==> src/rtl/gpio_port_pkg.sv <==
package gpio_port_pkg;

   // word offsets (byte offset >> 2) inside the 4 KB window
   localparam logic [9:0] WORD_DIR    = 10'h100;
   localparam logic [9:0] WORD_AFSEL  = 10'h108;
   localparam logic [9:0] WORD_PAD0   = 10'h140;
   localparam logic [9:0] WORD_LOCK   = 10'h148;
   localparam logic [9:0] WORD_COMMIT = 10'h149;
   localparam logic [9:0] WORD_ANALOG = 10'h14A;
   localparam logic [9:0] WORD_ID0    = 10'h3F4;

   localparam int unsigned NUM_PAD = 9;   // eight drive/pull/slew/enable bytes plus analog
   localparam int unsigned SUB_W   = 4;   // sub-index width for pad and id words
   localparam logic [31:0] UNLOCK_KEY = 32'h0ACC_E551;

   typedef enum logic [2:0] {
      TGT_NONE,
      TGT_DATA,
      TGT_DIR,
      TGT_AFSEL,
      TGT_PAD,
      TGT_LOCK,
      TGT_COMMIT,
      TGT_ID
   } tgt_e;

   // identification byte for id word idx
   function automatic logic [7:0] id_byte(input logic [SUB_W-1:0] idx);
      logic [7:0] b;
      case (idx)
         4'd4:    b = 8'h61;
         4'd5:    b = 8'h10;
         4'd6:    b = 8'h04;
         4'd8:    b = 8'h0D;
         4'd9:    b = 8'hF0;
         4'd10:   b = 8'h05;
         4'd11:   b = 8'hB1;
         default: b = 8'h00;
      endcase
      return b;
   endfunction

endpackage

==> src/rtl/gpio_addr_decode.sv <==
module gpio_addr_decode
   import gpio_port_pkg::*;
(
   input  logic [9:0]       word,
   output tgt_e             tgt,
   output logic [SUB_W-1:0] sub_idx
);

   always_comb begin
      tgt     = TGT_NONE;
      sub_idx = '0;
      if (word < WORD_DIR) begin
         tgt = TGT_DATA;
      end else if (word == WORD_DIR) begin
         tgt = TGT_DIR;
      end else if (word == WORD_AFSEL) begin
         tgt = TGT_AFSEL;
      end else if (word >= WORD_PAD0 && word < WORD_LOCK) begin
         tgt     = TGT_PAD;
         sub_idx = SUB_W'(word - WORD_PAD0);
      end else if (word == WORD_LOCK) begin
         tgt = TGT_LOCK;
      end else if (word == WORD_COMMIT) begin
         tgt = TGT_COMMIT;
      end else if (word == WORD_ANALOG) begin
         tgt     = TGT_PAD;
         sub_idx = SUB_W'(NUM_PAD - 1);
      end else if (word >= WORD_ID0) begin
         tgt     = TGT_ID;
         sub_idx = SUB_W'(word - WORD_ID0);
      end
   end

endmodule

==> src/rtl/gpio_pin_bank.sv <==
module gpio_pin_bank #(
   parameter int unsigned NPINS = 8
) (
   input  logic             clk,
   input  logic             rst_n,
   input  logic             data_wr,
   input  logic             dir_wr,
   input  logic [NPINS-1:0] wdata,
   input  logic [NPINS-1:0] sel_mask,
   input  logic [NPINS-1:0] pin_in,
   output logic [NPINS-1:0] data_q,
   output logic [NPINS-1:0] dir_q,
   output logic [NPINS-1:0] pin_out
);

   // direction byte, 1 = output
   always_ff @(posedge clk or negedge rst_n) begin
      if (!rst_n)      dir_q <= '0;
      else if (dir_wr) dir_q <= wdata;
   end

   // one data flop per pin: inputs sample, outputs take masked writes
   for (genvar g = 0; g < NPINS; g++) begin : g_pin
      always_ff @(posedge clk or negedge rst_n) begin
         if (!rst_n)                     data_q[g] <= 1'b0;
         else if (!dir_q[g])             data_q[g] <= pin_in[g];
         else if (data_wr && sel_mask[g]) data_q[g] <= wdata[g];
      end
      assign pin_out[g] = dir_q[g] ? data_q[g] : 1'b1;
   end

   p_input_track_r6: assert property (@(posedge clk) disable iff (!rst_n)
      1'b1 |=> ((data_q ^ $past(pin_in)) & ~$past(dir_q)) == '0)
      else $error("input pin data bit did not follow pin_in");

   p_data_hold_r3: assert property (@(posedge clk) disable iff (!rst_n)
      1'b1 |=> ((data_q ^ $past(data_q)) & $past(dir_q)
                & ~$past({NPINS{data_wr}} & sel_mask)) == '0)
      else $error("unselected output data bit changed");

endmodule

==> src/rtl/gpio_cfg_bank.sv <==
module gpio_cfg_bank
   import gpio_port_pkg::*;
#(
   parameter int unsigned NPINS = 8,
   parameter int unsigned DW    = 32
) (
   input  logic                            clk,
   input  logic                            rst_n,
   input  logic                            afsel_wr,
   input  logic                            lock_wr,
   input  logic                            commit_wr,
   input  logic                            pad_wr,
   input  logic [SUB_W-1:0]                pad_idx,
   input  logic [DW-1:0]                   wdata,
   output logic [NPINS-1:0]                afsel_q,
   output logic [NPINS-1:0]                commit_q,
   output logic                            locked_q,
   output logic [NUM_PAD-1:0][NPINS-1:0]   pad_q
);

   // key lock
   always_ff @(posedge clk or negedge rst_n) begin
      if (!rst_n)       locked_q <= 1'b1;
      else if (lock_wr) locked_q <= (wdata != UNLOCK_KEY);
   end

   // commit byte, writable only while unlocked
   always_ff @(posedge clk or negedge rst_n) begin
      if (!rst_n)                      commit_q <= '1;
      else if (commit_wr && !locked_q) commit_q <= wdata[NPINS-1:0];
   end

   // alternate-function byte, per-bit gated by commit
   for (genvar g = 0; g < NPINS; g++) begin : g_afsel
      always_ff @(posedge clk or negedge rst_n) begin
         if (!rst_n)                      afsel_q[g] <= 1'b0;
         else if (afsel_wr && commit_q[g]) afsel_q[g] <= wdata[g];
      end
   end

   // pad-setup bytes
   for (genvar p = 0; p < NUM_PAD; p++) begin : g_pad
      always_ff @(posedge clk or negedge rst_n) begin
         if (!rst_n)                              pad_q[p] <= '0;
         else if (pad_wr && pad_idx == SUB_W'(p)) pad_q[p] <= wdata[NPINS-1:0];
      end
   end

   p_lock_key_r7: assert property (@(posedge clk) disable iff (!rst_n)
      (lock_wr && wdata == UNLOCK_KEY) |=> !locked_q)
      else $error("key write did not unlock");

   p_commit_locked_r8: assert property (@(posedge clk) disable iff (!rst_n)
      locked_q |=> $stable(commit_q))
      else $error("commit byte changed while locked");

   p_afsel_guard_r9: assert property (@(posedge clk) disable iff (!rst_n)
      1'b1 |=> ((afsel_q ^ $past(afsel_q)) & ~$past(commit_q)) == '0)
      else $error("uncommitted alternate-function bit changed");

endmodule

==> src/rtl/gpio_port_regs.sv <==
module gpio_port_regs
   import gpio_port_pkg::*;
#(
   parameter int unsigned NPINS = 8,
   parameter int unsigned AW    = 12,
   parameter int unsigned DW    = 32
) (
   input  logic             clk,
   input  logic             rst_n,
   input  logic [AW-1:0]    bus_addr,
   input  logic [DW-1:0]    bus_wdata,
   input  logic             bus_rd,
   input  logic             bus_wr,
   output logic [DW-1:0]    bus_rdata,
   output logic             bus_err,
   input  logic [NPINS-1:0] pin_in,
   output logic [NPINS-1:0] pin_out
);

   localparam int unsigned PAD_IW = $clog2(NUM_PAD);

   // elaboration-time parameter checks
   if (NPINS < 1 || NPINS > 8) begin : g_bad_npins
      initial $fatal(1, "NPINS must be 1..8");
   end
   if (AW != 12) begin : g_bad_aw
      initial $fatal(1, "AW must be 12 for a 4 KB window");
   end
   if (DW < 32) begin : g_bad_dw
      initial $fatal(1, "DW must be at least 32");
   end

   wire unused_byte_lane = ^bus_addr[1:0];   // byte lane ignored

   tgt_e             tgt;
   logic [SUB_W-1:0] sub_idx;
   logic [NPINS-1:0] rd_mask;
   logic [NPINS-1:0] data_q, dir_q, afsel_q, commit_q;
   logic             locked_q;
   logic [NUM_PAD-1:0][NPINS-1:0] pad_q;
   logic [DW-1:0]    rd_val;
   logic             bad_access;

   assign rd_mask = bus_addr[NPINS+1:2];

   gpio_addr_decode u_dec (
      .word    (bus_addr[11:2]),
      .tgt     (tgt),
      .sub_idx (sub_idx)
   );

   gpio_pin_bank #(.NPINS(NPINS)) u_pins (
      .clk      (clk),
      .rst_n    (rst_n),
      .data_wr  (bus_wr && tgt == TGT_DATA),
      .dir_wr   (bus_wr && tgt == TGT_DIR),
      .wdata    (bus_wdata[NPINS-1:0]),
      .sel_mask (rd_mask),
      .pin_in   (pin_in),
      .data_q   (data_q),
      .dir_q    (dir_q),
      .pin_out  (pin_out)
   );

   gpio_cfg_bank #(.NPINS(NPINS), .DW(DW)) u_cfg (
      .clk       (clk),
      .rst_n     (rst_n),
      .afsel_wr  (bus_wr && tgt == TGT_AFSEL),
      .lock_wr   (bus_wr && tgt == TGT_LOCK),
      .commit_wr (bus_wr && tgt == TGT_COMMIT),
      .pad_wr    (bus_wr && tgt == TGT_PAD),
      .pad_idx   (sub_idx),
      .wdata     (bus_wdata),
      .afsel_q   (afsel_q),
      .commit_q  (commit_q),
      .locked_q  (locked_q),
      .pad_q     (pad_q)
   );

   // read mux
   always_comb begin
      rd_val = '0;
      case (tgt)
         TGT_DATA:   rd_val[NPINS-1:0] = data_q & rd_mask;
         TGT_DIR:    rd_val[NPINS-1:0] = dir_q;
         TGT_AFSEL:  rd_val[NPINS-1:0] = afsel_q;
         TGT_PAD:    rd_val[NPINS-1:0] = pad_q[sub_idx[PAD_IW-1:0]];
         TGT_LOCK:   rd_val[0]         = locked_q;
         TGT_COMMIT: rd_val[NPINS-1:0] = commit_q;
         TGT_ID:     rd_val[7:0]       = id_byte(sub_idx);
         default:    rd_val            = '0;
      endcase
   end

   // unmapped access, or write into the read-only id area
   assign bad_access = (bus_rd || bus_wr) &&
                       (tgt == TGT_NONE || (bus_wr && tgt == TGT_ID));

   always_ff @(posedge clk or negedge rst_n) begin
      if (!rst_n) begin
         bus_rdata <= '0;
         bus_err   <= 1'b0;
      end else begin
         if (bus_rd) bus_rdata <= rd_val;
         bus_err <= bad_access;
      end
   end

   p_single_strobe_r13: assert property (@(posedge clk) disable iff (!rst_n)
      !(bus_rd && bus_wr))
      else $error("read and write strobes together");

   p_rdata_hold_r13: assert property (@(posedge clk) disable iff (!rst_n)
      !bus_rd |=> $stable(bus_rdata))
      else $error("read data changed without a read");

   p_err_cause_r12: assert property (@(posedge clk) disable iff (!rst_n)
      bus_err |-> $past(bus_rd || bus_wr))
      else $error("error flag without an access");

   p_mapped_no_err_r12: assert property (@(posedge clk) disable iff (!rst_n)
      (bus_rd && tgt != TGT_NONE) |=> !bus_err)
      else $error("error flag on a mapped read");

   p_inputs_high_r5: assert property (@(posedge clk) disable iff (!rst_n)
      (~dir_q & ~pin_out) == '0)
      else $error("input pin drives low");

endmodule

==> config.mk <==
export PLATFORM = sky130hd
export DESIGN_NAME = gpio_port_regs
export DESIGN_NICKNAME = d
export VERILOG_FILES = /design/src/rtl/gpio_port_pkg.sv /design/src/rtl/gpio_addr_decode.sv /design/src/rtl/gpio_pin_bank.sv /design/src/rtl/gpio_cfg_bank.sv /design/src/rtl/gpio_port_regs.sv
export SDC_FILE = /design/constraint.sdc
export NUM_CORES = 1
export LEC_CHECK = 0
export ABC_AREA = 1
export CAP_MARGIN = 20
export CORE_UTILIZATION = 41
export DETAILED_ROUTE_END_ITERATION = 7
export PLACE_DENSITY = 0.64
export RECOVER_POWER = 25
export SYNTH_ARGS = -nofsm -noshare
export SYNTH_HDL_FRONTEND = slang
export SYNTH_SLANG_ARGS = --single-unit
==> constraint.sdc <==
create_clock -name clk -period 1 [get_ports clk]
set_input_delay 0.1 -clock clk [delete_from_list [all_inputs] [get_ports clk]]
set_output_delay 0.1 -clock clk [all_outputs]
set_load 0.05 [all_outputs]
## Word level (Yosys, flattened, before mapping)

Index checks and enable logic that the tools add are counted.

- Word-level logic and storage cells: 155
- Bits of input ports: 56
- Bits in registers: 114
- Output and inout port bits: 41

- $add $sub $neg: 2
- Mux-type cells: 45
- Bitwise operators: 1
- Reduce and logical (&&, ||, !) cells: 40
- Equality and inequality tests: 32
- Order comparisons: 5

Operators by type and width:

| kind | count |
|---|---|
| 8-bit case mux with 7 select lines | 1 |
| 10-bit by 9-bit == test with 1-bit output (second input constant) | 5 |
| 7-bit case mux with 6 select lines | 1 |
| 1-bit logical AND | 35 |
| 8-bit binary-select mux with 4-bit select | 1 |
| 4-bit 2-to-1 mux | 8 |
| 32-bit by 28-bit inequality test with 1-bit output (second input constant) | 1 |
| 1-bit 2-to-1 mux | 24 |
| 3-bit 2-to-1 mux | 8 |
| 10-bit by 9-bit < comparator with 1-bit output (second input constant) | 2 |
| 4-bit by 3-bit == test with 1-bit output (second input constant) | 4 |
| 4-bit == test (second input constant) | 4 |
| 2-bit inequality test (second input constant) | 8 |
| 3-bit == test (second input constant) | 4 |
| 10-bit >= comparator (second input constant) | 1 |
| 10-bit by 9-bit >= comparator with 1-bit output (second input constant) | 1 |
| 8-bit bitwise AND | 1 |
| 4-bit by 2-bit == test with 1-bit output (second input constant) | 2 |
| 8-bit 2-to-1 mux | 1 |
| 1-bit case mux with 7 select lines | 1 |
| 3-bit by 2-bit == test with 1-bit output (second input constant) | 2 |
| 4-bit by 5-bit < comparator with 1-bit output (second input constant) | 1 |
| 4-bit by 1-bit == test with 1-bit output (second input constant) | 1 |
| 4-bit logical NOT | 1 |
| other kinds (6) | 7 |

## Depth between registers and ports, before layout

Gate-level depths: netlist (run 1).

- Word-level depth: 14
- Gate-level depth with buffers: 19
- Gate-level depth less buffers: 18

## Hierarchy

From an unflattened synthesis (run 1), not the netlist that was laid out.

- Cell total of the unflattened synthesis: 922
- Area, all modules: 6496.2 µm²

By module, submodules not included:

| module | cells an instance | area each (µm²) | sequential area each (µm²) | instances |
|---|---|---|---|---|
| gpio_cfg_bank | 360 | 3493.4 | 2238.4 | 1 |
| gpio_port_regs | 375 | 1820.5 | 225.2 | 1 |
| gpio_pin_bank | 114 | 819.5 | 400.4 | 1 |
| gpio_addr_decode | 73 | 362.8 | 0.0 | 1 |

## Worst setup path after synthesis (run 1)

OpenSTA, ideal clock, no wires.

- Kind: in2reg
- Start: input port bus_addr[4]
- End: register u_cfg.pad_q[13] in the netlist's numbering
- Library setup time: 0.133 ns
- Slack: -0.880 ns
- Required time: 0.867 ns
- Cell stages on the path: 16
- Arrival: 1.747 ns
- Cell sequence: inv_1 ha_1 inv_1 nor2_1 nand3_1 nand3_1 nor2_4 nor2_4 nand2_4 inv_2 nand2_2 nor3_4 nand2_2 buf_6 nand2_1 o21ai_1

- Cells in the longest elaborated chain, start to end: 12
- Elaborated cells between the ends (all ways): 32

Ends and longest elaborated chain:

| element | RTL line | text |
|---|---|---|
| start, declared | gpio_port_regs.sv:10 | `input logic [AW-1:0] bus_addr,` |
| 10-bit >= comparator | gpio_addr_decode.sv:28 | `end else if (word >= WORD_ID0) begin` |
| 3-bit 2-to-1 mux | gpio_addr_decode.sv:28 |  |
| 3-bit 2-to-1 mux | gpio_addr_decode.sv:25 | `end else if (word == WORD_ANALOG) begin` |
| 3-bit 2-to-1 mux | gpio_addr_decode.sv:23 | `end else if (word == WORD_COMMIT) begin` |
| 3-bit 2-to-1 mux | gpio_addr_decode.sv:21 | `end else if (word == WORD_LOCK) begin` |
| 3-bit 2-to-1 mux | gpio_addr_decode.sv:18 | `end else if (word >= WORD_PAD0 && word < WORD_LOCK) begin` |
| 3-bit 2-to-1 mux | gpio_addr_decode.sv:16 | `end else if (word == WORD_AFSEL) begin` |
| 3-bit 2-to-1 mux | gpio_addr_decode.sv:14 | `end else if (word == WORD_DIR) begin` |
| 3-bit 2-to-1 mux | gpio_addr_decode.sv:12 | `if (word < WORD_DIR) begin` |
| 3-bit == test | gpio_port_regs.sv:71 | `.pad_wr (bus_wr && tgt == TGT_PAD),` |
| 1-bit logical AND | gpio_port_regs.sv:71 |  |
| 1-bit logical AND (*) | gpio_cfg_bank.sv:45 | `else if (pad_wr && pad_idx == SUB_W'(p)) pad_q[p] <= wdata[NPINS-1:0];` |
| end signal, assigned by index | gpio_cfg_bank.sv:45 |  |
| end, declared | gpio_cfg_bank.sv:18 | `output logic [NUM_PAD-1:0][NPINS-1:0] pad_q` |

Mark *: on every way between the ends. The rest lies on a longest branch, timed or not.
A chain may end at the register's enable or synchronous reset.

## Worst setup path after layout (run 1)

- Start: input port bus_addr[5]
- End: register bus_rdata[2]

- Cells in the longest elaborated chain, start to end: 12
- Elaborated cells between the ends (all ways): 45

Ends and longest elaborated chain:

| element | RTL line | text |
|---|---|---|
| 10-bit >= comparator or 4-bit by 3-bit subtractor with 4-bit output (tied branches) | gpio_addr_decode.sv:28, gpio_addr_decode.sv:30 |  |
| 4-bit 2-to-1 mux | gpio_addr_decode.sv:28 |  |
| 4-bit 2-to-1 mux | gpio_addr_decode.sv:25 |  |
| 4-bit 2-to-1 mux | gpio_addr_decode.sv:23 |  |
| 4-bit 2-to-1 mux | gpio_addr_decode.sv:21 |  |
| 4-bit 2-to-1 mux | gpio_addr_decode.sv:18 |  |
| 4-bit 2-to-1 mux | gpio_addr_decode.sv:16 |  |
| 4-bit 2-to-1 mux | gpio_addr_decode.sv:14 |  |
| 4-bit 2-to-1 mux | gpio_addr_decode.sv:12 |  |
| 8-bit binary-select mux with 4-bit select, or another cell as far along | gpio_port_regs.sv:87 | `TGT_PAD: rd_val[NPINS-1:0] = pad_q[sub_idx[PAD_IW-1:0]];` |
| 8-bit 2-to-1 mux (not written as such) or 8-bit case mux with 7 select lines (tied branches) | gpio_port_regs.sv:87, gpio_port_pkg.sv:30 |  |
| 7-bit case mux with 6 select lines (*) | gpio_port_regs.sv:83 | `case (tgt)` |
| end signal, assigned | gpio_port_regs.sv:104 | `if (bus_rd) bus_rdata <= rd_val;` |
| end, declared | gpio_port_regs.sv:14 | `output logic [DW-1:0] bus_rdata,` |

Mark *: on every way between the ends. The rest lies on a longest branch, timed or not. The select of a mux whose other input is x is not followed.

==> results.md, run 1 <==
Final layout:
- In the layout the commonest cells are sky130_fd_sc_hd__nand2_1 (168), sky130_fd_sc_hd__buf_4 (130), sky130_fd_sc_hd__dfrtp_1 (105).
- The number of nets in the final layout is approximately 1,200.
- The most common cell after layout, fill and taps aside is sky130_fd_sc_hd__nand2_1.
- The count of antenna diodes in the layout is 0.
- The area growth from synthesis to layout is 71.7%.
- After filler insertion, the fill cell instance count of the layout stands at 977.
- Of the cells placed in the final design, the portion with a size suffix greater than 1 is between 40% and 50%.
- The final core area utilization is 73.0%.

Worst setup path:
- STA classifies the critical path startpoint as a primary input.
- Data on the critical path is required at its endpoint by 1.32 ns.
- The slowest stage of the critical path belongs to the cell sky130_fd_sc_hd__nand4_1.
- At the worst endpoint, the arrival time is 2.24 ns.
- The kind of cell with the highest combined delay on the critical path is simple AND/OR/NAND/NOR gates.
- The biggest cell delay along the critical path is 0.22 ns.
- Among the stages of the critical path, the cell type that occurs most often is sky130_fd_sc_hd__nand2_1.
- The worst setup path is captured at a flip-flop.
- The count of buffer and inverter cells on the critical path is 5.
- In this run the worst path has a maximum fanout of 4.
- The worst setup path is of the in -> reg kind.
- Traced cell by cell, the critical path runs through buf_8 > clkinvlp_4 > ha_4 > nand2_4 > nand3_4 > nand2_4 > buf_6 > nand3_4 > buf_4 > buf_4 > nand4_1 > nand2_1 > nand2_2 > nand2_1 > nor2_1 > nand2_1 > nand2_1 > nand2_1.

Logic synthesis:
- The gate count of the mapped netlist is 870.
- The top flip-flop cell by instance count after synthesis is sky130_fd_sc_hd__dfrtp_1.
- The dominant combinational cell family by area after synthesis is simple AND/OR/NAND/NOR gates.
- Yosys mapped the design onto 39 distinct sky130hd cell types.
- After Yosys synthesis, and, or, nand and nor cells account for 30.5% of the synthesized area.
- After synthesis the cells add up to 6560 um2.
- Sequential elements use 43.7% of the synthesized area.
- The mux contribution to synthesized area is 0.172%.
- The complex-gate fraction of the synthesized area is 14.5%.
- The number of warnings reported in the yosys synthesis log is 0.
- The synthesized netlist devotes 0.763% of its cell area to adder and majority cells.
- Averaged over all synthesized cells, the footprint is 7.54 um2.
- The area share of xor/xnor cells in the synthesized design is 0%.
- The synthesized design contains 114 register bits.
- Of all flip-flops after synthesis, the portion carrying an async set or reset was 100%.
- In this run, synthesis inferred 0 flip-flops with an integrated enable.

CTS:
- Counting every sink on the clock net gives 114.
- The H-tree was split into 4 levels.
- Clock latency on the worst-skew pair, taken at its later pin, is 0.43 ns.
- CTS placed an instance of sky130_fd_sc_hd__clkbuf_16 at the clock tree root.
- The TritonCTS clock tree is yes.
- TritonCTS created 17 clock buffers.
- The post-CTS clock slew at the launch and capture registers of the worst setup and hold paths is 0.06 ns.
- The clock passes through at most 2 buffers.

GRT:
- The largest net degree at the start of global routing is 39.
- For this run, the total global-route usage over all layers was measured as 29.9%.
- For this run the aggregate overflow at the end of global routing stands at 0.
- The via count of the first global-routing pass came to 7,024.
- The first global-routing pass estimated around 37,000 um of wire.
- The number of antenna violations at the first check in global routing is 0.

Power and ir drop:
- The power density over the cells is 1340 nW/um2.
- In this run the static leakage power is between 5 and 6 nW.
- The maximum vdd drop is 1390 uV.
- The share of total power in sequential cells is 32.8%.
- The net switching power of the design is 4.49 mW.
- The clock network is responsible for 42.6% of the overall power.
- The combinational cell fraction of total power is ~25%.
- The switching share of total power is 29.7%.
- The internal portion of the total power is 10.6 mW.
- After layout, the design draws a total of around 15 mW.

Routing:
- The met2 wire length is 12,500 um.
- The total length of routed met3 wires is around 2400 um.
- The number of vias per cell is 5.66.
- After detailed routing, the number of remaining DRC violations is 0.
- The wire length per cell after detailed routing is 19.8 um.
- The uppermost layer routed is met4.
- After detailed routing, the total wire length is 27,100 um.
- Once detail routing completed, the nets flagged for antenna violations numbered 0.
- The violation count after the first detailed-routing iteration is 920.
- The detailed-router iteration count before antenna repair is 5.
- The total vias in the final route is 7,721.
- The detailed router put a total of between 10,000 and 15,000 um of wire on met1.

Die:
- From left edge to right edge, the die measures 128 um.
- The vertical die dimension is between 100 and 150 um.
- The top-level I/O count is 97.
- The core footprint is 15,400 um2.
- The floorplan step defined a die boundary enclosing about 17,000 um2.
- The site row count is 45.
- The initial utilization of the core area, before any placement, comes to 42.5%.

STA:
- The clock period minus worst slack is 1.92 ns.
- Of the available clock period, the critical path in the final layout requires 192%.
- The final number of max-transition violations is 0.
- Based on the critical path, the design can be clocked at up to 521 MHz.
- Setup repair after global routing could not meet its margin everywhere.
- The number of hold-slack violations in the final timing report is 0.
- The worst clock skew is 0.00675 ns.
- The final setup violation count is 131.
- Once routing completed, OpenROAD measured the worst setup slack at -0.918 ns.

Job:
- Max-cap violations in this run came to 0.

Worst hold path:
- The class of the worst hold path is in -> reg.

Run status:
- The run finished, with violations left.
- The checks that failed: setup timing.

Placed design:
- The HPWL after detailed placement is 14,300 um.
- The count of buffers inserted at the top-level ports is 70.
- The congestion estimate from routability-driven global placement came to 0.925.
metal layers:
metal  vias to the layer above  GRT usage (%)
li1                       3364              -
met1                      3735           39.9
met2                       484           47.5
met3                       138           7.32
met4                         0           10.6
met5                         -              0
power groups by stage:
stage / combinational [mW] / clock (mW) / sequential, mW
floorplan: 1.37 / 0 / 5.06
CTS: 3.38 / 6.43 / 4.95
global placement: 2.81 / 0 / 5.00
global route: 3.88 / 6.65 / 4.97
finish: 3.72 / 6.44 / 4.96
detailed placement: 2.83 / 0 / 5.01
state kept, by name (all words and copies together) (netlist names):
| register | cells |
|---|---|
| u_cfg.pad_q | 72 |
| bus_rdata | 8 |
| u_cfg.afsel_q | 8 |
| u_cfg.commit_q | 8 |
| u_pins.data_q | 8 |
| u_pins.dir_q | 8 |
| bus_err | 1 |
| u_cfg.locked_q | 1 |
through the flow:
| step | TNS (ns) | setup slack, ns | instances | hold WS [ns] | cell area, um2 |
|---|---|---|---|---|---|
| after floorplan | -72.27 | -0.802 | 893 | -0.196 | 6830 |
| after global placement | -157.19 | -1.55 | 1239 | -0.0120 | 8580 |
| after detailed placement | -161.18 | -1.56 | 1239 | -0.00954 | 8580 |
| after CTS | -49.76 | -0.565 | 1343 | 0.0717 | 10500 |
| after global routing | -72.31 | -0.944 | 1365 | 0.126 | 11300 |
| final | -66.40 | -0.918 | 1365 | 0.121 | 11300 |
cell usage after synthesis, drive strengths merged (2+ instances only):
cell type	number	share of area [%]
clkbuf	14	0.80
o21ai	119	9.7
nor2	85	5.9
o211ai	2	0.23
inv	83	4.7
dfrtp	105	40
ha	4	0.76
nand4	16	1.6
nand2	276	16
nor3	14	1.2
buf	40	4.7
nand3	49	4.6
dfstp	9	3.6
o32ai	2	0.27
a21oi	34	3.0
a311oi	8	1.1
nor4	5	0.71
final cells by class:
type                    instances  area [um2]  area share, %
well taps                     211         264           2.34
clock inverters                 8         125           1.11
multi-input cells             652        4330           38.5
clock buffers                  24         492           4.37
flip-flops and latches        114        2860           25.4
inverters                      84         363           3.22
repair buffers                272        2820           25.1
kinds of logic after synthesis:
| logic type | count (synthesis) |
|---|---|
| AOI/OAI and AO/OA | 167 |
| adders and majority gates | 4 |
| buffers and inverters | 138 |
| DFF | 114 |
| muxes | 1 |
| other | 1 |
| and+or+nand+nor | 445 |
final timing paths:
path	start	to	slack, ns	depth (start not counted)
hold reg to reg	u_cfg.pad_q[52]	u_cfg.pad_q[52]	0.49	2
setup reg to reg	u_cfg.pad_q[18]	bus_rdata[2]	-0.49	8
setup / recovery	bus_addr[5]	bus_rdata[2]	-0.92	18
max in group asynchronous	rst_n	u_cfg.pad_q[44]	0.11	3
min in group asynchronous	rst_n	u_pins.data_q[6]	0.16	2
hold / removal	bus_addr[5]	u_pins.data_q[3]	0.12	4
worst reg2reg max path: stages (launching register included):
cell and delay [ns]:
sky130_fd_sc_hd__dfrtp_1 0.37, sky130_fd_sc_hd__nor2_1 0.07, sky130_fd_sc_hd__o21ai_0 0.34, sky130_fd_sc_hd__nand2_1 0.11
sky130_fd_sc_hd__nand2_1 0.10, sky130_fd_sc_hd__nand3_2 0.15, sky130_fd_sc_hd__nand2_1 0.15, sky130_fd_sc_hd__nand2_1 0.07
sky130_fd_sc_hd__nand2_1 0.06
repair_timing:
item / in CTS / in global routing
hold endpoints to repair: 112 / 0
gates resized for setup: 253 / 156
pin swaps: 88 / 76
gates cloned: 11 / 4
hold buffers: 1 / 0
endpoints found under the setup margin: 131 / 131
buffers inserted: 60 / 23
No activity file was read; power rests on OpenSTA's default activity.
==> inputs of run 2 (changes only) <==
CORE_MARGIN = 2   (was not set)
RECOVER_POWER = 100   (was 25)
==> run 2 against run 1 <==
  * The run still ends with setup timing left
  * Routed wire length down 4.2%
  * Utilization is 2.3 points lower
  * Clock-buffer cell count is 3 lower
  * First-iteration DRC count fell by 18%
  * Sequential power about the same
  * Highest routed layer unchanged
==> results.md, run 2 (synthesis gave the netlist of run 1 again) <==
CTS:
- The number of buffers created by CTS is 17 (unchanged).
- The deepest clock path buffer count was 2 (unchanged).
- The post-CTS clock slew at the launch and capture registers of the worst setup and hold paths is 0.06 ns (about the same).
- The clock network latency to the later pin of the worst-skew pair is 0.43 ns (about the same).
- The number of sinks driven by the clock tree is 114 (unchanged).
- The cell chosen for the clock root is sky130_fd_sc_hd__clkbuf_16 (unchanged).
- The deepest level of the CTS H-tree is 4 (unchanged).
- The TritonCTS clock tree is yes (unchanged).

Routing:
- The total vias in the final route is 7,545 (was 7,721).
- The violation count after the first detailed-routing iteration came to 758 (was 920).
- The uppermost layer routed is met4 (unchanged).
- The met2 wire length came to 12,500 um (about the same).
- The total routed wire length on the met1 layer is 10,300 um (was 10,900 um).
- The final routed wirelength across all metal layers was 25,900 um (was 27,100 um).
- The number of vias per cell was 5.57 (was 5.66).
- The detailed-router iteration count before antenna repair is 7 (was 5).
- The remaining antenna violation count after routing is 0 (unchanged).
- The number of remaining DRC errors came to 0 (unchanged).
- The total length of routed met3 wires is 2020 um (was 2420 um).
- The wire length per cell after detailed routing is 19.1 um (was 19.8 um).

Worst setup path:
- The cell type with the highest occurrence count on the critical path is sky130_fd_sc_hd__nand2_2 (was sky130_fd_sc_hd__nand2_1).
- The biggest cell delay along the critical path is 0.24 ns (was 0.22 ns).
- The startpoint kind of the worst setup timing path is a primary input (unchanged).
- The signal arrival time at the worst endpoint was 2.08 ns (was 2.24 ns).
- The endpoint kind of the worst setup timing path is a flip-flop (unchanged).
- The largest fanout of any net on the critical path is 8 (was 4).
- Cell-by-cell trace of the critical path: buf_8 > clkinvlp_4 > buf_6 > ha_4 > nand2_4 > a21oi_4 > nor2_4 > o211ai_1 > nand2_2 > inv_2 > nor2_1 > nor2_1 > nor2_1 > nand2_2 > nand2_2 > nand2_2 (was buf_8 > clkinvlp_4 > ha_4 > nand2_4 > nand3_4 > nand2_4 > buf_6 > nand3_4 > buf_4 > buf_4 > nand4_1 > nand2_1 > nand2_2 > nand2_1 > nor2_1 > nand2_1 > nand2_1 > nand2_1).
- The required time of the critical path is 1.32 ns (about the same).
- The standard cell with the maximum stage delay on the critical path is sky130_fd_sc_hd__nor2_4 (was sky130_fd_sc_hd__nand4_1).
- The type of the worst setup path is in -> reg (unchanged).

Final layout:
- The fraction of layout cells with a size suffix above 1 was 48.5% (was 47.7%).
- The number of nets in the final layout was 1,186 (was 1,201).
- The post-route non-filler standard cell count is 1,355 (was 1,365).
- The layout filler cell count was 1,067 (was 977).
- Leading cell types in the layout, fill and taps excluded: sky130_fd_sc_hd__nand2_1 (155), sky130_fd_sc_hd__buf_4 (130), sky130_fd_sc_hd__dfrtp_1 (104) (was sky130_fd_sc_hd__nand2_1 (168), sky130_fd_sc_hd__buf_4 (130), sky130_fd_sc_hd__dfrtp_1 (105)).
- The register name with the most flops was u_cfg.pad_q (unchanged).
- The count of antenna diodes in the layout is 0 (unchanged).
- The final instance area is 11,100 um2 (was 11,300 um2).
- The final core area utilization came to 70.7% (was 73.0%).
- The most common cell after layout, fill and taps aside is sky130_fd_sc_hd__nand2_1 (unchanged).
- The area occupied by multi-input gates is 4370 um2 (was 4330 um2).
- The number of flip-flops under the largest register name is 72 (unchanged).
- The area overhead of the layout relative to synthesis was 69.9% (was 71.7%).
- The area taken by flip-flops and latches is 2870 um2 (was 2860 um2).

Die:
- The vertical die dimension came to 130 um (was 128 um).
- The starting density of the core is 41.6% (was 42.5%).
- The core footprint was 15,800 um2 (was 15,400 um2).
- The top-level I/O count is 97 (unchanged).
- The die outline area is 17,000 um2 (was 16,500 um2).
- The site row count came to 46 (was 45).
- The die extent in x is 130 um (was 128 um).

STA:
- The clock period minus worst slack is 1.77 ns (was 1.92 ns).
- The final number of max-transition violations is 0 (unchanged).
- The number of hold-slack violations in the final timing report is 0 (unchanged).
- The share of the cycle needed by the critical path after routing was 177% (was 192%).
- The worst setup slack after layout is -0.765 ns (was -0.918 ns).
- The total negative slack for setup checks is -65.27 ns (was -66.40 ns).
- The final setup violation count came to 131 (unchanged).
- Unrepaired setup endpoints after global routing: yes (unchanged).
- The timing-limited maximum frequency came to 566 MHz (was 521 MHz).
- The worst clock skew is 0.00601 ns (was 0.00675 ns).

Power and ir drop:
- The internal power component is 10.5 mW (was 10.6 mW).
- The switching share of total power is 29.9% (was 29.7%).
- The cell leakage power is 5.07 nW (was 5.14 nW).
- The net switching power of the design is 4.49 mW (about the same).
- The combinational cell fraction of total power came to 24.5% (was 24.6%).
- The share of total power in sequential cells was 33.1% (was 32.8%).
- The proportion of power drawn by the clock network is 42.4% (was 42.6%).
- The power density over the cells is 1350 nW/um2 (was 1340 nW/um2).
- The maximum vdd drop is 1240 uV (was 1390 uV).

GRT:
- The number of antenna violations at the first check in global routing is 0 (unchanged).
- The largest net degree at the start of global routing was 45 (was 39).
- The via count of the first global-routing pass is 7,024 (unchanged).
- The first-pass GRT wire length is 36,400 um (was 37,300 um).
- The total congestion overflow is 0 (unchanged).
- The overall routing resource usage was 27.9% (was 29.9%).

Run status:
- Violations in the final reports: setup timing (unchanged).
- Run status: finished with violations (unchanged).

Job:
- The max-capacitance violation count is 0 (unchanged).

Placed design:
- The instance area after placement is 8600 um2 (was 8580 um2).
- The HPWL after detailed placement came to 14,800 um (was 14,300 um).
- The final estimated routing congestion in global placement was 0.967 (was 0.925).
- The worst-case setup slack after placement came to -1.55 ns (was -1.56 ns).
- The count of placed standard cells including taps is 1,242 (was 1,239).
- The count of buffers inserted at the top-level ports is 70 (unchanged).

Worst hold path:
- The class of the worst hold path is in -> async (was in -> reg).
[run 2: cell types whose count changed in the layout (fill, tap and decap cells not counted), moves of 3 or more]
cell / delta
sky130_fd_sc_hd__o21ai_2: +4
sky130_fd_sc_hd__o21ai_1: -13
sky130_fd_sc_hd__nand2_1: -13
sky130_fd_sc_hd__nor2_1: +5
sky130_fd_sc_hd__o21ai_0: +8
sky130_fd_sc_hd__nand3_2: +3
sky130_fd_sc_hd__nand3_4: -3
sky130_fd_sc_hd__clkbuf_4: +3
sky130_fd_sc_hd__buf_6: -16
sky130_fd_sc_hd__nor2_2: -6
sky130_fd_sc_hd__a21oi_2: -3
sky130_fd_sc_hd__nand2_4: +4
sky130_fd_sc_hd__nand2_2: +11
[run 2: repair_timing]
item	4_1_cts	5_1_grt
hold buffers	1	0
endpoints found under the setup margin	131	131
gates resized for setup	232	164
endpoints found under the hold margin	113	0
gates cloned	6	6
buffers inserted	51	21
pin swaps	83	66
[run 2: power by group through the flow]
stage	logic, mW	registers [mW]	clock network [mW]
global placement	2.82	5.01	0
CTS	3.37	4.95	6.37
detailed placement	2.85	5.01	0
global route	3.88	4.98	6.61
finish	3.68	4.97	6.36
floorplan	1.37	5.06	0
[run 2: metal layers]
layer | up-vias | GRT usage [%]
li1 | 3323 | -
met1 | 3656 | 38.0
met2 | 461 | 44.4
met3 | 105 | 5.33
met4 | 0 | 10.6
met5 | - | 0
[run 2: cell type report]
cell class | count | area share, %
timing repair buffer | 259 | 23.9
inverter | 84 | 3.22
tap | 216 | 2.42
sequential | 114 | 25.7
clock buffer | 21 | 4.13
clock inverter | 11 | 1.38
multi-input combinational | 650 | 39.2
[run 2: critical path, delay by kind of cell]
family / cells / cell delay (ns)
buffers and inverters: 4 / 0.48
AOI/OAI and AO/OA: 2 / 0.31
adders and majority gates: 1 / 0.17
and+or+nand+nor: 9 / 1.03
[run 2: worst paths after layout]
kind                                  start           endpoint  slack (ns)  depth (start not counted)
max                             bus_addr[5]       bus_rdata[5]       -0.77                         16
min                                   rst_n    u_pins.dir_q[1]        0.08                          2
max reg2reg                u_pins.data_q[7]       bus_rdata[7]       -0.32                          8
min reg2reg                u_cfg.afsel_q[4]   u_cfg.afsel_q[4]        0.48                          2
max in group asynchronous             rst_n  u_cfg.commit_q[3]        0.20                          3
min in group clk                bus_addr[9]   u_pins.data_q[7]        0.11                          3
[run 2: per-stage QoR]
step,hold WS (ns),power [mW]
floorplan,-0.196,6.44
global placement,-0.0222,7.83
detailed placement,-0.0231,7.86
CTS,0.0191,14.7
global route,0.108,15.5
finish,0.0849,15.0
==> inputs of run 3 (changes only) <==
ABC_AREA = 0   (was 1)
==> run 3 against run 2 <==
  * The run still ends with setup timing left
  * Design area fell by 13%
  * Sequential share of layout area increased by 3.9 points
  * Final cell count down 27%
  * Utilization shrank 6.5 points
  * Clock power is 14% lower
  * Global-route usage decreased by 2.5 points
  * Fmax shrank 18%
  * Largest cell class unchanged
  * Highest routed layer unchanged
==> results.md, run 3 <==
Run status:
- Run status: finished with violations (unchanged).
- Violations in the final reports: setup timing (unchanged).

Logic synthesis:
- The area share of the largest cell type after synthesis is 41.7% (was 40.1%).
- The gate count of the mapped netlist is 581 (was 870).
- The top flip-flop cell by instance count after synthesis is sky130_fd_sc_hd__dfrtp_1 (unchanged).
- The number of distinct library cell variants in the gate-level netlist after synthesis is 62 (was 39).
- The number of warnings reported in the yosys synthesis log was 0 (unchanged).
- The fraction of registers with async set or reset after synthesis came to 100% (unchanged).
- The cell type with the highest aggregate area in the netlist is sky130_fd_sc_hd__dfrtp_1 (unchanged).
- The per-instance average area after synthesis was 10.8 um2 (was 7.54 um2).
- The number of flip-flops and latches in the synthesized netlist came to 114 (unchanged).
- The most instantiated library cell after synthesis is sky130_fd_sc_hd__dfrtp_1 (was sky130_fd_sc_hd__nand2_1).
- Main area contributors after synthesis: sky130_fd_sc_hd__dfrtp_1 (42%), sky130_fd_sc_hd__mux2_2 (14%), sky130_fd_sc_hd__mux2_4 (3.8%) (was sky130_fd_sc_hd__dfrtp_1 (40%), sky130_fd_sc_hd__nand2_1 (15%), sky130_fd_sc_hd__o21ai_1 (4.7%)).
- The netlist area before placement is 6300 um2 (was 6560 um2).
- Synth top cells by count: sky130_fd_sc_hd__dfrtp_1 (105), sky130_fd_sc_hd__mux2_2 (81), sky130_fd_sc_hd__nand2_1 (51) (was sky130_fd_sc_hd__nand2_1 (262), sky130_fd_sc_hd__dfrtp_1 (105), sky130_fd_sc_hd__inv_1 (77)).
- The count of flip-flops with a built-in enable after synthesis came to 0 (unchanged).
- The proportion of synthesized chip area in sequential cells is 45.5% (was 43.7%).

Worst setup path:
- The startpoint kind of the worst setup timing path is a primary input (unchanged).
- The register-to-register setup slack is -0.55 ns (was -0.32 ns).
- The kind of cell with the highest combined delay on the critical path is simple AND/OR/NAND/NOR gates (unchanged).
- The signal arrival time at the worst endpoint was 2.45 ns (was 2.08 ns).
- The required time of the critical path is 1.30 ns (was 1.32 ns).
- The count of buffer and inverter cells on the critical path came to 4 (unchanged).
- Cell-by-cell trace of the critical path: buf_8 > buf_6 > or4_4 > or4_4 > o221ai_2 > or4_4 > buf_6 > nor2_4 > nand2_1 > buf_6 > mux2_2 (was buf_8 > clkinvlp_4 > buf_6 > ha_4 > nand2_4 > a21oi_4 > nor2_4 > o211ai_1 > nand2_2 > inv_2 > nor2_1 > nor2_1 > nor2_1 > nand2_2 > nand2_2 > nand2_2).
- The largest fanout of any net on the critical path is 8 (unchanged).
- The endpoint kind of the worst setup timing path is a flip-flop (unchanged).
- The biggest cell delay along the critical path is 0.56 ns (was 0.24 ns).
- The standard cell with the maximum stage delay on the critical path is sky130_fd_sc_hd__or4_4 (was sky130_fd_sc_hd__nor2_4).
- The type of the worst setup path is in -> reg (unchanged).

STA:
- The total negative slack for setup checks is -111.63 ns (was -65.27 ns).
- The worst pin sits at a relative slew slack of 63.5%.
- The final number of max-transition violations is 0 (unchanged).
- The post-route worst hold slack came to 0.0867 ns (was 0.0849 ns).
- The final setup violation count is 125 (was 131).
- The worst setup slack after layout is -1.15 ns (was -0.765 ns).
- The share of the cycle needed by the critical path after routing is 215% (was 177%).
- The worst clock skew is 0.00643 ns (was 0.00601 ns).
- The clock period minus worst slack is 2.15 ns (was 1.77 ns).
- Unrepaired setup endpoints after global routing: yes (unchanged).
- The timing-limited maximum frequency is 464 MHz (was 566 MHz).
- The number of hold-slack violations in the final timing report is 0 (unchanged).
- The pin slew with the least headroom to its limit is 0.544 ns.

Placed design:
- The final estimated routing congestion in global placement was 0.976 (was 0.967).
- The worst-case setup slack after placement is -1.98 ns (was -1.55 ns).
- The count of placed standard cells including taps was 926 (was 1,242).
- The count of buffers inserted at the top-level ports was 70 (unchanged).
- The HPWL after detailed placement is 13,600 um (was 14,800 um).
- The instance area after placement was 8240 um2 (was 8600 um2).

Final layout:
- The number of flip-flops under the largest register name is 72 (unchanged).
- The layout filler cell count was 1,106 (was 1,067).
- The final instance area is 9690 um2 (was 11,100 um2).
- The most common cell after layout, fill and taps aside is sky130_fd_sc_hd__dfrtp_1 (was sky130_fd_sc_hd__nand2_1).
- The post-route non-filler standard cell count is 985 (was 1,355).
- The register name with the most flops is u_cfg.pad_q (unchanged).
- The fraction of layout cells with a size suffix above 1 was 49.2% (was 48.5%).
- The number of nets in the final layout is 846 (was 1,186).
- The area overhead of the layout relative to synthesis is 53.8% (was 69.9%).
- Leading cell types in the layout, fill and taps excluded: sky130_fd_sc_hd__dfrtp_1 (105), sky130_fd_sc_hd__buf_4 (104), sky130_fd_sc_hd__mux2_4 (64) (was sky130_fd_sc_hd__nand2_1 (155), sky130_fd_sc_hd__buf_4 (130), sky130_fd_sc_hd__dfrtp_1 (104)).
- The count of antenna diodes in the layout came to 0 (unchanged).
- The final core area utilization was 64.2% (was 70.7%).

Job:
- The max-capacitance violation count is 0 (unchanged).

Die:
- The die extent in x is 128 um (was 130 um).
- The site row count was 45 (was 46).
- The die outline area is 16,400 um2 (was 17,000 um2).
- The top-level I/O count is 97 (unchanged).
- The starting density of the core is 41.7% (was 41.6%).
- The core footprint is 15,100 um2 (was 15,800 um2).
- The vertical die dimension is 128 um (was 130 um).

CTS:
- The clock network latency to the later pin of the worst-skew pair was 0.42 ns (was 0.43 ns).
- The post-CTS clock slew at the launch and capture registers of the worst setup and hold paths is 0.05 ns (was 0.06 ns).
- The deepest level of the CTS H-tree is 4 (unchanged).
- The number of sinks driven by the clock tree is 114 (unchanged).
- The deepest clock path buffer count is 2 (unchanged).
- The cell chosen for the clock root is sky130_fd_sc_hd__clkbuf_16 (unchanged).
- The number of buffers created by CTS is 17 (unchanged).
- The TritonCTS clock tree was yes (unchanged).

Routing:
- The remaining antenna violation count after routing is 0 (unchanged).
- The violation count after the first detailed-routing iteration is 501 (was 758).
- The detailed-router iteration count before antenna repair is 5 (was 7).
- The wire length per cell after detailed routing came to 21.0 um (was 19.1 um).
- The final routed wirelength across all metal layers was 20,700 um (was 25,900 um).
- The total vias in the final route is 5,623 (was 7,545).
- The number of remaining DRC errors is 0 (unchanged).
- The number of vias per cell came to 5.71 (was 5.57).

GRT:
- The largest net degree at the start of global routing is 51 (was 45).
- The number of antenna violations at the first check in global routing is 0 (unchanged).
- The total congestion overflow came to 0 (unchanged).
- The via count of the first global-routing pass is 5,874 (was 7,024).
- The first-pass GRT wire length is 31,900 um (was 36,400 um).
- The overall routing resource usage is 25.4% (was 27.9%).

Power and ir drop:
- The power density over the cells is 1230 nW/um2 (was 1350 nW/um2).
- The maximum vdd drop is 1340 uV (was 1240 uV).
- The cell leakage power is 4.61 nW (was 5.07 nW).
- The post-route total power is 12.0 mW (was 15.0 mW).

Worst hold path:
- The class of the worst hold path is in -> reg (was in -> async).
## run 3: cell count changes after synthesis, sizes merged, moves of 9 or more
| cell | delta |
|---|---|
| nand2 | -225 |
| o21ai | -110 |
| mux2 | +98 |
| inv | -78 |
| nor2 | -50 |
| nand3 | -32 |
| mux2i | +23 |
| nand2b | +14 |
| nand4 | -12 |
| a22oi | +9 |
## run 3: cells by family (layout without fill, tap and decap cells)
kind of cell / after synthesis / count (layout) / synth area share [%]
simple gates: 169 / 170 / 13.9
mux: 122 / 122 / 22.5
flops: 114 / 114 / 45.5
compound gates: 108 / 108 / 11.6
buf+inv: 62 / 254 / 5.56
fa+ha+maj: 4 / 4 / 0.795
other cells: 1 / 24 / 0.0595
xor+xnor: 1 / 1 / 0.139
## run 3: what timing repair did
item | CTS | global route
endpoints found under the hold margin | 113 | 0
buffers inserted | 19 | 10
resized for setup | 138 | 77
hold buffers | 1 | 0
setup endpoints to repair | 131 | 131
pin swaps | 17 | 23
gates cloned | 1 | 1
## run 3: worst paths after layout
path	startpoint	endpoint	cells after the start
worst max-delay path	bus_addr[7]	u_cfg.pad_q[18]	11
worst min-delay path	bus_addr[6]	u_pins.data_q[4]	4
worst max register to register	u_cfg.pad_q[12]	bus_rdata[4]	5
worst min register to register	u_cfg.pad_q[18]	u_cfg.pad_q[18]	1
max in group asynchronous	rst_n	u_cfg.commit_q[7]	3
min in group asynchronous	rst_n	u_pins.data_q[6]	2
## run 3: power breakdown
| part | internal (mW) | switching, mW | total [mW] |
|---|---|---|---|
| Combinational | 0.742 | 0.956 | 1.70 |
| Clock | 3.49 | 2.01 | 5.50 |
| Sequential | 4.69 | 0.0554 | 4.75 |
## run 3: routing by layer
layer	up-vias	share of wire, %	global-route usage (%)	wire, um
met3	42	6.2	5.63	1290
met4	0	2.9	11.7	591
met1	2834	42	32.2	8700
met5	-	0	0	0
li1	2499	-	-	-
met2	248	49	41.7	10100
## run 3: worst register-to-register path, delay by kind of cell, from the launching register on
kind                   cells  cell delay [ns]
multiplexers               1             0.27
buffers and inverters      1             0.18
flip-flops                 1             0.39
AND/OR/NAND/NOR            1             0.19
AO/OA/AOI/OAI              2             0.40
## run 3: final cells by class
type	instances	area, um2	area share (%)
clock buffer	24	472	4.87
clock inverter	6	57.6	0.594
inverter	5	23.8	0.245
multi-input combinational	429	3840	39.7
sequential	114	2860	29.6
tap	188	235	2.43
timing repair buffer	219	2190	22.6
